**src/rtl/selfprog_pkg.sv**
```systemverilog
package selfprog_pkg;
    typedef enum logic [1:0] {
        ST_IDLE,
        ST_ARMED,
        ST_FLASH
    } state_e;

    typedef enum logic [2:0] {
        OP_NONE,
        OP_BUFFER,
        OP_ERASE,
        OP_PGWRITE,
        OP_LOCK,
        OP_RDSEC
    } op_e;

    localparam int CMD_BITS = 5;
endpackage

```
**src/rtl/selfprog_decode.sv**
```systemverilog
module selfprog_decode
    import selfprog_pkg::*;
(
    input  logic [CMD_BITS-1:0] low_bits,
    output logic                valid,
    output op_e                 op
);
    // Exact-match decode; any other pattern is rejected
    always_comb begin
        valid = 1'b1;
        op    = OP_NONE;
        case (low_bits)
            5'b00001: op = OP_BUFFER;
            5'b00011: op = OP_ERASE;
            5'b00101: op = OP_PGWRITE;
            5'b01001: op = OP_LOCK;
            5'b10001: op = OP_RDSEC;
            default:  valid = 1'b0;
        endcase
    end
endmodule

```
**src/rtl/selfprog_timer.sv**
```systemverilog
module selfprog_timer #(
    parameter int ARM_CYCLES = 4
) (
    input  logic clk,
    input  logic rst_n,
    input  logic load,
    output logic expire
);
    localparam int CW = $clog2(ARM_CYCLES + 1);
    localparam logic [CW-1:0] START = CW'(ARM_CYCLES);

    logic [CW-1:0] count;

    always_ff @(posedge clk or negedge rst_n) begin
        if (!rst_n)
            count <= '0;
        else if (load)
            count <= START;
        else if (count != '0)
            count <= count - 1'b1;
    end

    // The last edge of the window is reached when one cycle remains
    assign expire = (count == CW'(1));

    // the counter never leaves its window range
    a_r4_count_bound: assert property (@(posedge clk) disable iff (!rst_n)
        count <= START);
endmodule

```
**src/rtl/selfprog_ctrl.sv**
```systemverilog
module selfprog_ctrl
    import selfprog_pkg::*;
#(
    parameter int ARM_CYCLES = 4,
    parameter int ADDR_W     = 16,
    parameter int DATA_W     = 16
) (
    input  logic              clk,
    input  logic              rst_n,
    input  logic              reg_we,
    input  logic [7:0]        reg_wdata,
    output logic [7:0]        reg_rdata,
    input  logic              store_stb,
    input  logic [ADDR_W-1:0] addr,
    input  logic [DATA_W-1:0] wdata,
    input  logic              flash_done,
    output logic              pbuf_we,
    output logic [ADDR_W-2:0] word_addr,
    output logic [DATA_W-1:0] pbuf_data,
    output logic              erase_start,
    output logic              write_start,
    output logic              lock_start,
    output logic              rdsec_start,
    output logic              irq
);
    state_e state_q, state_nxt;
    op_e    op_q, dec_op;
    logic   dec_valid;
    logic   cmd_wr, arm_load, arm_expire, fire;
    logic   ie_q, secbusy_q;
    logic   en_bit;

    selfprog_decode u_decode (
        .low_bits (reg_wdata[CMD_BITS-1:0]),
        .valid    (dec_valid),
        .op       (dec_op)
    );

    selfprog_timer #(.ARM_CYCLES(ARM_CYCLES)) u_timer (
        .clk    (clk),
        .rst_n  (rst_n),
        .load   (arm_load),
        .expire (arm_expire)
    );

    // A command write is refused while the flash controller is working
    assign cmd_wr   = reg_we && dec_valid && (state_q != ST_FLASH);
    assign fire     = (state_q == ST_ARMED) && store_stb;
    assign arm_load = cmd_wr && !fire;

    // Next-state logic
    always_comb begin
        state_nxt = state_q;
        unique case (state_q)
            ST_IDLE: begin
                if (cmd_wr)
                    state_nxt = ST_ARMED;
            end
            ST_ARMED: begin
                if (store_stb) begin
                    if (op_q == OP_ERASE || op_q == OP_PGWRITE)
                        state_nxt = ST_FLASH;
                    else
                        state_nxt = ST_IDLE;
                end else if (cmd_wr) begin
                    state_nxt = ST_ARMED;
                end else if (arm_expire) begin
                    state_nxt = ST_IDLE;
                end
            end
            ST_FLASH: begin
                if (flash_done)
                    state_nxt = ST_IDLE;
            end
            default: state_nxt = ST_IDLE;
        endcase
    end

    // State register
    always_ff @(posedge clk or negedge rst_n) begin
        if (!rst_n)
            state_q <= ST_IDLE;
        else
            state_q <= state_nxt;
    end

    // Command, interrupt-enable and section-busy storage
    always_ff @(posedge clk or negedge rst_n) begin
        if (!rst_n) begin
            op_q      <= OP_NONE;
            ie_q      <= 1'b0;
            secbusy_q <= 1'b0;
        end else begin
            if (arm_load)
                op_q <= dec_op;
            if (reg_we)
                ie_q <= reg_wdata[7];
            if (erase_start || write_start)
                secbusy_q <= 1'b1;
            else if (rdsec_start)
                secbusy_q <= 1'b0;
        end
    end

    // Outputs
    always_comb begin
        pbuf_we     = fire && (op_q == OP_BUFFER);
        erase_start = fire && (op_q == OP_ERASE);
        write_start = fire && (op_q == OP_PGWRITE);
        lock_start  = fire && (op_q == OP_LOCK);
        rdsec_start = fire && (op_q == OP_RDSEC);
        word_addr   = addr[ADDR_W-1:1];
        pbuf_data   = wdata;
        en_bit      = (state_q != ST_IDLE);
        reg_rdata   = {ie_q, secbusy_q, 1'b0,
                       en_bit && (op_q == OP_RDSEC),
                       en_bit && (op_q == OP_LOCK),
                       en_bit && (op_q == OP_PGWRITE),
                       en_bit && (op_q == OP_ERASE),
                       en_bit};
        irq         = ie_q && !en_bit;
    end

    // an unanswered window closes on its last edge
    a_r4_expire: assert property (@(posedge clk) disable iff (!rst_n)
        (state_q == ST_ARMED && arm_expire && !store_stb && !cmd_wr)
        |=> (state_q == ST_IDLE));

    // at most one action pulse per cycle
    a_r6_one_action: assert property (@(posedge clk) disable iff (!rst_n)
        $onehot0({pbuf_we, erase_start, write_start, lock_start, rdsec_start}));

    // a running erase or page write holds until the controller finishes
    a_r7_hold: assert property (@(posedge clk) disable iff (!rst_n)
        (state_q == ST_FLASH && !flash_done) |=> (state_q == ST_FLASH));

    // the command cannot change while the flash operation runs
    a_r8_frozen: assert property (@(posedge clk) disable iff (!rst_n)
        (state_q == ST_FLASH) |=> $stable(op_q));

    // a long operation start marks the section busy
    a_r9_busy_set: assert property (@(posedge clk) disable iff (!rst_n)
        (erase_start || write_start) |=> secbusy_q);

    // no action leaves the block unless a command is armed
    a_r12_idle_quiet: assert property (@(posedge clk) disable iff (!rst_n)
        (state_q != ST_ARMED) |-> !(pbuf_we || erase_start || write_start
                                    || lock_start || rdsec_start));
endmodule

```
**config.mk**
```make
export PLATFORM = sky130hd
export DESIGN_NAME = selfprog_ctrl
export DESIGN_NICKNAME = d
export VERILOG_FILES = /design/src/rtl/selfprog_pkg.sv /design/src/rtl/selfprog_decode.sv /design/src/rtl/selfprog_timer.sv /design/src/rtl/selfprog_ctrl.sv
export SDC_FILE = /design/constraint.sdc
export NUM_CORES = 1
export LEC_CHECK = 0
export BUFFER_PORTS_ARGS = -buffer_cell sky130_fd_sc_hd__buf_2
export CORE_MARGIN = 2
export CORE_UTILIZATION = 39
export DETAILED_ROUTE_END_ITERATION = 12
export PLACE_DENSITY = 0.86
export SETUP_SLACK_MARGIN = 0.1
export SYNTH_ARGS = -nofsm -noshare
export SYNTH_HDL_FRONTEND = slang
export SYNTH_SLANG_ARGS = --single-unit
```
**constraint.sdc**
```tcl
create_clock -name clk -period 2.8 [get_ports clk]
set_clock_uncertainty 0.1 [all_clocks]
set_input_delay 0.42 -clock clk [delete_from_list [all_inputs] [get_ports clk]]
set_output_delay 0.42 -clock clk [all_outputs]
set_load 0.05 [all_outputs]
```
==> results.py <==
metrics = {
    "setup_path": {
        "crit_start": "state_q[1]",
        "r2r_start": "state_q[0]",
        "path_depth": 3,
        "start_kind": "register",
        "rrSetupSlack_ns": 1.33,
        "cp_max_fo": 5,
        "crit_slowest_cell": "dfrtp_1",
        "path_class": "reg2out",
        "ff2ff_path_depth": 4,
        "endpoint": "pbuf_we",
        "crit_chain": "nand3b_1 -> nor4b_2 -> buf_2",
        "critical_path_required_ns": 2.28,
        "timing.rr.end": "op_q[1]",
        "worstSetupEndpointType": "output pin",
        "crit_buf_inv": 1,
        "slowest_delay_ns": 0.41,
        "cp.arrival_ns": 1.54,
        "critPathTopFamily": "simple AND/OR/NAND/NOR gates",
    },
    "pwr": {
        "vdd_ir_drop_max_uv": 244,
        "total_leakage_power_nw": 0.420,
        "power.density_nw_per_um2": 714,
    },
    "synth": {
        "synth_area_sq_um": 927,
        "ys_warn_count": 0,
        "synth_nets": 152,
        "syn_avg_cell_area_sq_um": 8.91,
        "yosys_register_bits": 10,
        "synthCells": 104,
        "ys_seq_area_share_pct": 27.0,
        "yosysUniqueCellTypes": 30,
    },
    "sta": {
        "hold_viol_final": 0,
        "slew_violations": 0,
        "period_minus_slack_ns": 2.06,
        "setup_viol": 0,
        "rsz0062_at_grt": "no",
        "fmax_ghz": 0.486,
        "fin_ws_ns": 0.741,
        "timing.final.crit_share_pct": 73.5,
        "setup-tns-final_ns": 0,
    },
    "placed_design": {
        "routabilityCongestion": 0.696,
        "port_buffers": 23,
        "post-place-ws_ns": 0.986,
        "hpwl_um": 1290,
    },
    "routing": {
        "drt-initial-drc-count": 7,
        "ant_nets": 0,
        "wl_per_cell_um": 12.9,
        "num_vias": 599,
        "routed_via_density": 4.83,
        "drc": 0,
        "first_pass_iters": 4,
        "drt-total-wl_um": 1590,
    },
    "cts": {
        "root_buffer": "clkbuf_4",
        "cts_tree": "done",
        "clk_latency_ns": 0.26,
        "clock-sinks": 10,
        "clk_pin_slew_worst_paths_ns": 0.07,
        "htreeDepth": 1,
        "cts_buffer_depth": 2,
        "cts_resized": 0,
        "cts-buffers-inserted": 3,
    },
    "global_route": {
        "antenna_found_initial": 0,
        "gr-usage-met1_pct": 13.4,
        "grt_pass1_wl_um": 2570,
        "grt_overflow": 0,
        "grt_pass1_vias": 601,
        "grt_usage_pct": 12.9,
        "grt_max_degree": 11,
        "grt_busiest_layer": "met2",
        "use_met3_pct": 3.71,
        "gr-usage-met2_pct": 20.6,
    },
    "cells_and_area": {
        "antenna_cells": 0,
        "final_cell_mix": "23 x buf_2, 11 x nor2_1, 10 x dfrtp_1",
        "syn_to_final_growth_pct": -6.88,
        "layout-drive-gt1-share_pct": 38.5,
        "final_nets": 145,
        "final_common_cell": "buf_2",
    },
    "outcome": {
        "status": "complete, no violations",
    },
    "job": {
        "cap_violations": 0,
    },
    "worst_hold_path": {
        "hold_class": "in2reg",
    },
    "floorplan": {
        "dieArea_sq_um": 2780,
        "io_pins": 90,
        "die_h_um": 52.8,
        "rows": 17,
        "fp.dieW_um": 52.8,
        "initial_core_util_pct": 41.5,
        "coreArea_sq_um": 2230,
    },
}
-- repair_timing --
item                       in CTS  in global routing
hold buffers                    1                  0
setup endpoints to repair       0                  0
setup buffers                   0                  0
hold endpoints to repair       10                  0
-- metal layers --
| metal | share of wire, % | wire length, um |
|---|---|---|
| met4 | 6.6 | 106 |
| met3 | 10 | 166 |
| met5 | 0 | 0 |
| met1 | 38 | 613 |
| met2 | 44 | 707 |
-- Yosys cell counts --
cell type   n  area (sq um)
a211oi_1    2          15.0
a211oi_2    2          25.0
a221oi_1    1          8.76
a31oi_1     1          6.26
and2_1      1          6.26
and4b_1     1          10.0
buf_4      35           263
clkbuf_1    1          3.75
conb_1      1          3.75
dfrtp_1    10           250
ha_1        3          37.5
inv_1       5          18.8
mux2_2      1          11.3
mux2_4      3          45.0
mux2i_1     1          10.0
nand2_1     4          15.0
nand2_2     1          6.26
nand2b_1    3          18.8
nand3b_1    1          7.51
nor2_1     11          41.3
nor2_4      1          11.3
nor2b_1     1          6.26
nor3_1      1          5.00
nor3b_1     1          7.51
nor4b_1     2          17.5
nor4bb_1    1          10.0
o211ai_2    1          12.5
o21a_1      1          7.51
o21ai_0     4          20.0
xnor2_1     3          26.3
-- worst reg2reg max path, delay by kind of cell, from the launching register on --
kind / cells / cell delay [ns]
flip-flops: 1 / 0.42
multiplexers: 1 / 0.31
AND/OR/NAND/NOR: 3 / 0.52
-- area by class of cell --
type	instances	area [sq um]
clock buffers	4	36.3
multi-input cells	53	398
fillers	240	1370
flip-flops and latches	10	250
well taps	28	35.0
repair buffers	24	125
inverters	5	18.8
-- metrics by stage --
step	instance area, sq um	power [mW]	std cells	utilization (%)	hold slack [ns]
floorplan	933	0.556	104	-	0.0244
global placement	817	0.474	119	36.6	0.187
detailed placement	817	0.493	119	36.6	0.192
CTS	863	0.630	124	38.7	0.268
global route	863	0.669	124	38.7	0.286
finish	863	0.617	124	38.7	0.269
-- cells by family after synthesis --
family | Yosys count | synth area share, %
AOI/OAI and AO/OA | 12 | 10.3
adders and majority gates | 3 | 4.05
xor gates and xnor gates | 3 | 2.83
other | 1 | 0.404
muxes | 5 | 7.15
buffers and inverters | 41 | 30.8
and+or+nand+nor | 29 | 17.5
DFF | 10 | 27.0
-- flip-flops by register name, summed over array words and instances (netlist names) --
| name | cells |
|---|---|
| op_q | 3 |
| u_timer.count | 3 |
| state_q | 2 |
| ie_q | 1 |
| secbusy_q | 1 |
-- report_power, final --
part	switching (mW)	leakage, nW	internal, mW	total, mW
Sequential	0.0381	0.129	0.182	0.220
Clock	0.0508	0.0210	0.0790	0.130
Combinational	0.167	0.270	0.0997	0.266
Total	0.255	0.420	0.361	0.617
-- worst min path at each step --
stage / end / from / cells past startpoint
5_1_grt: state_q[0] / store_stb / 2
2_1_floorplan: ie_q / rst_n / 0
6_report: state_q[1] / flash_done / 2
3_5_place_dp: u_timer.count[2] / rst_n / 1
4_1_cts: state_q[0] / store_stb / 2
3_3_place_gp: state_q[0] / rst_n / 1
(Power assumes the default switching activity.)
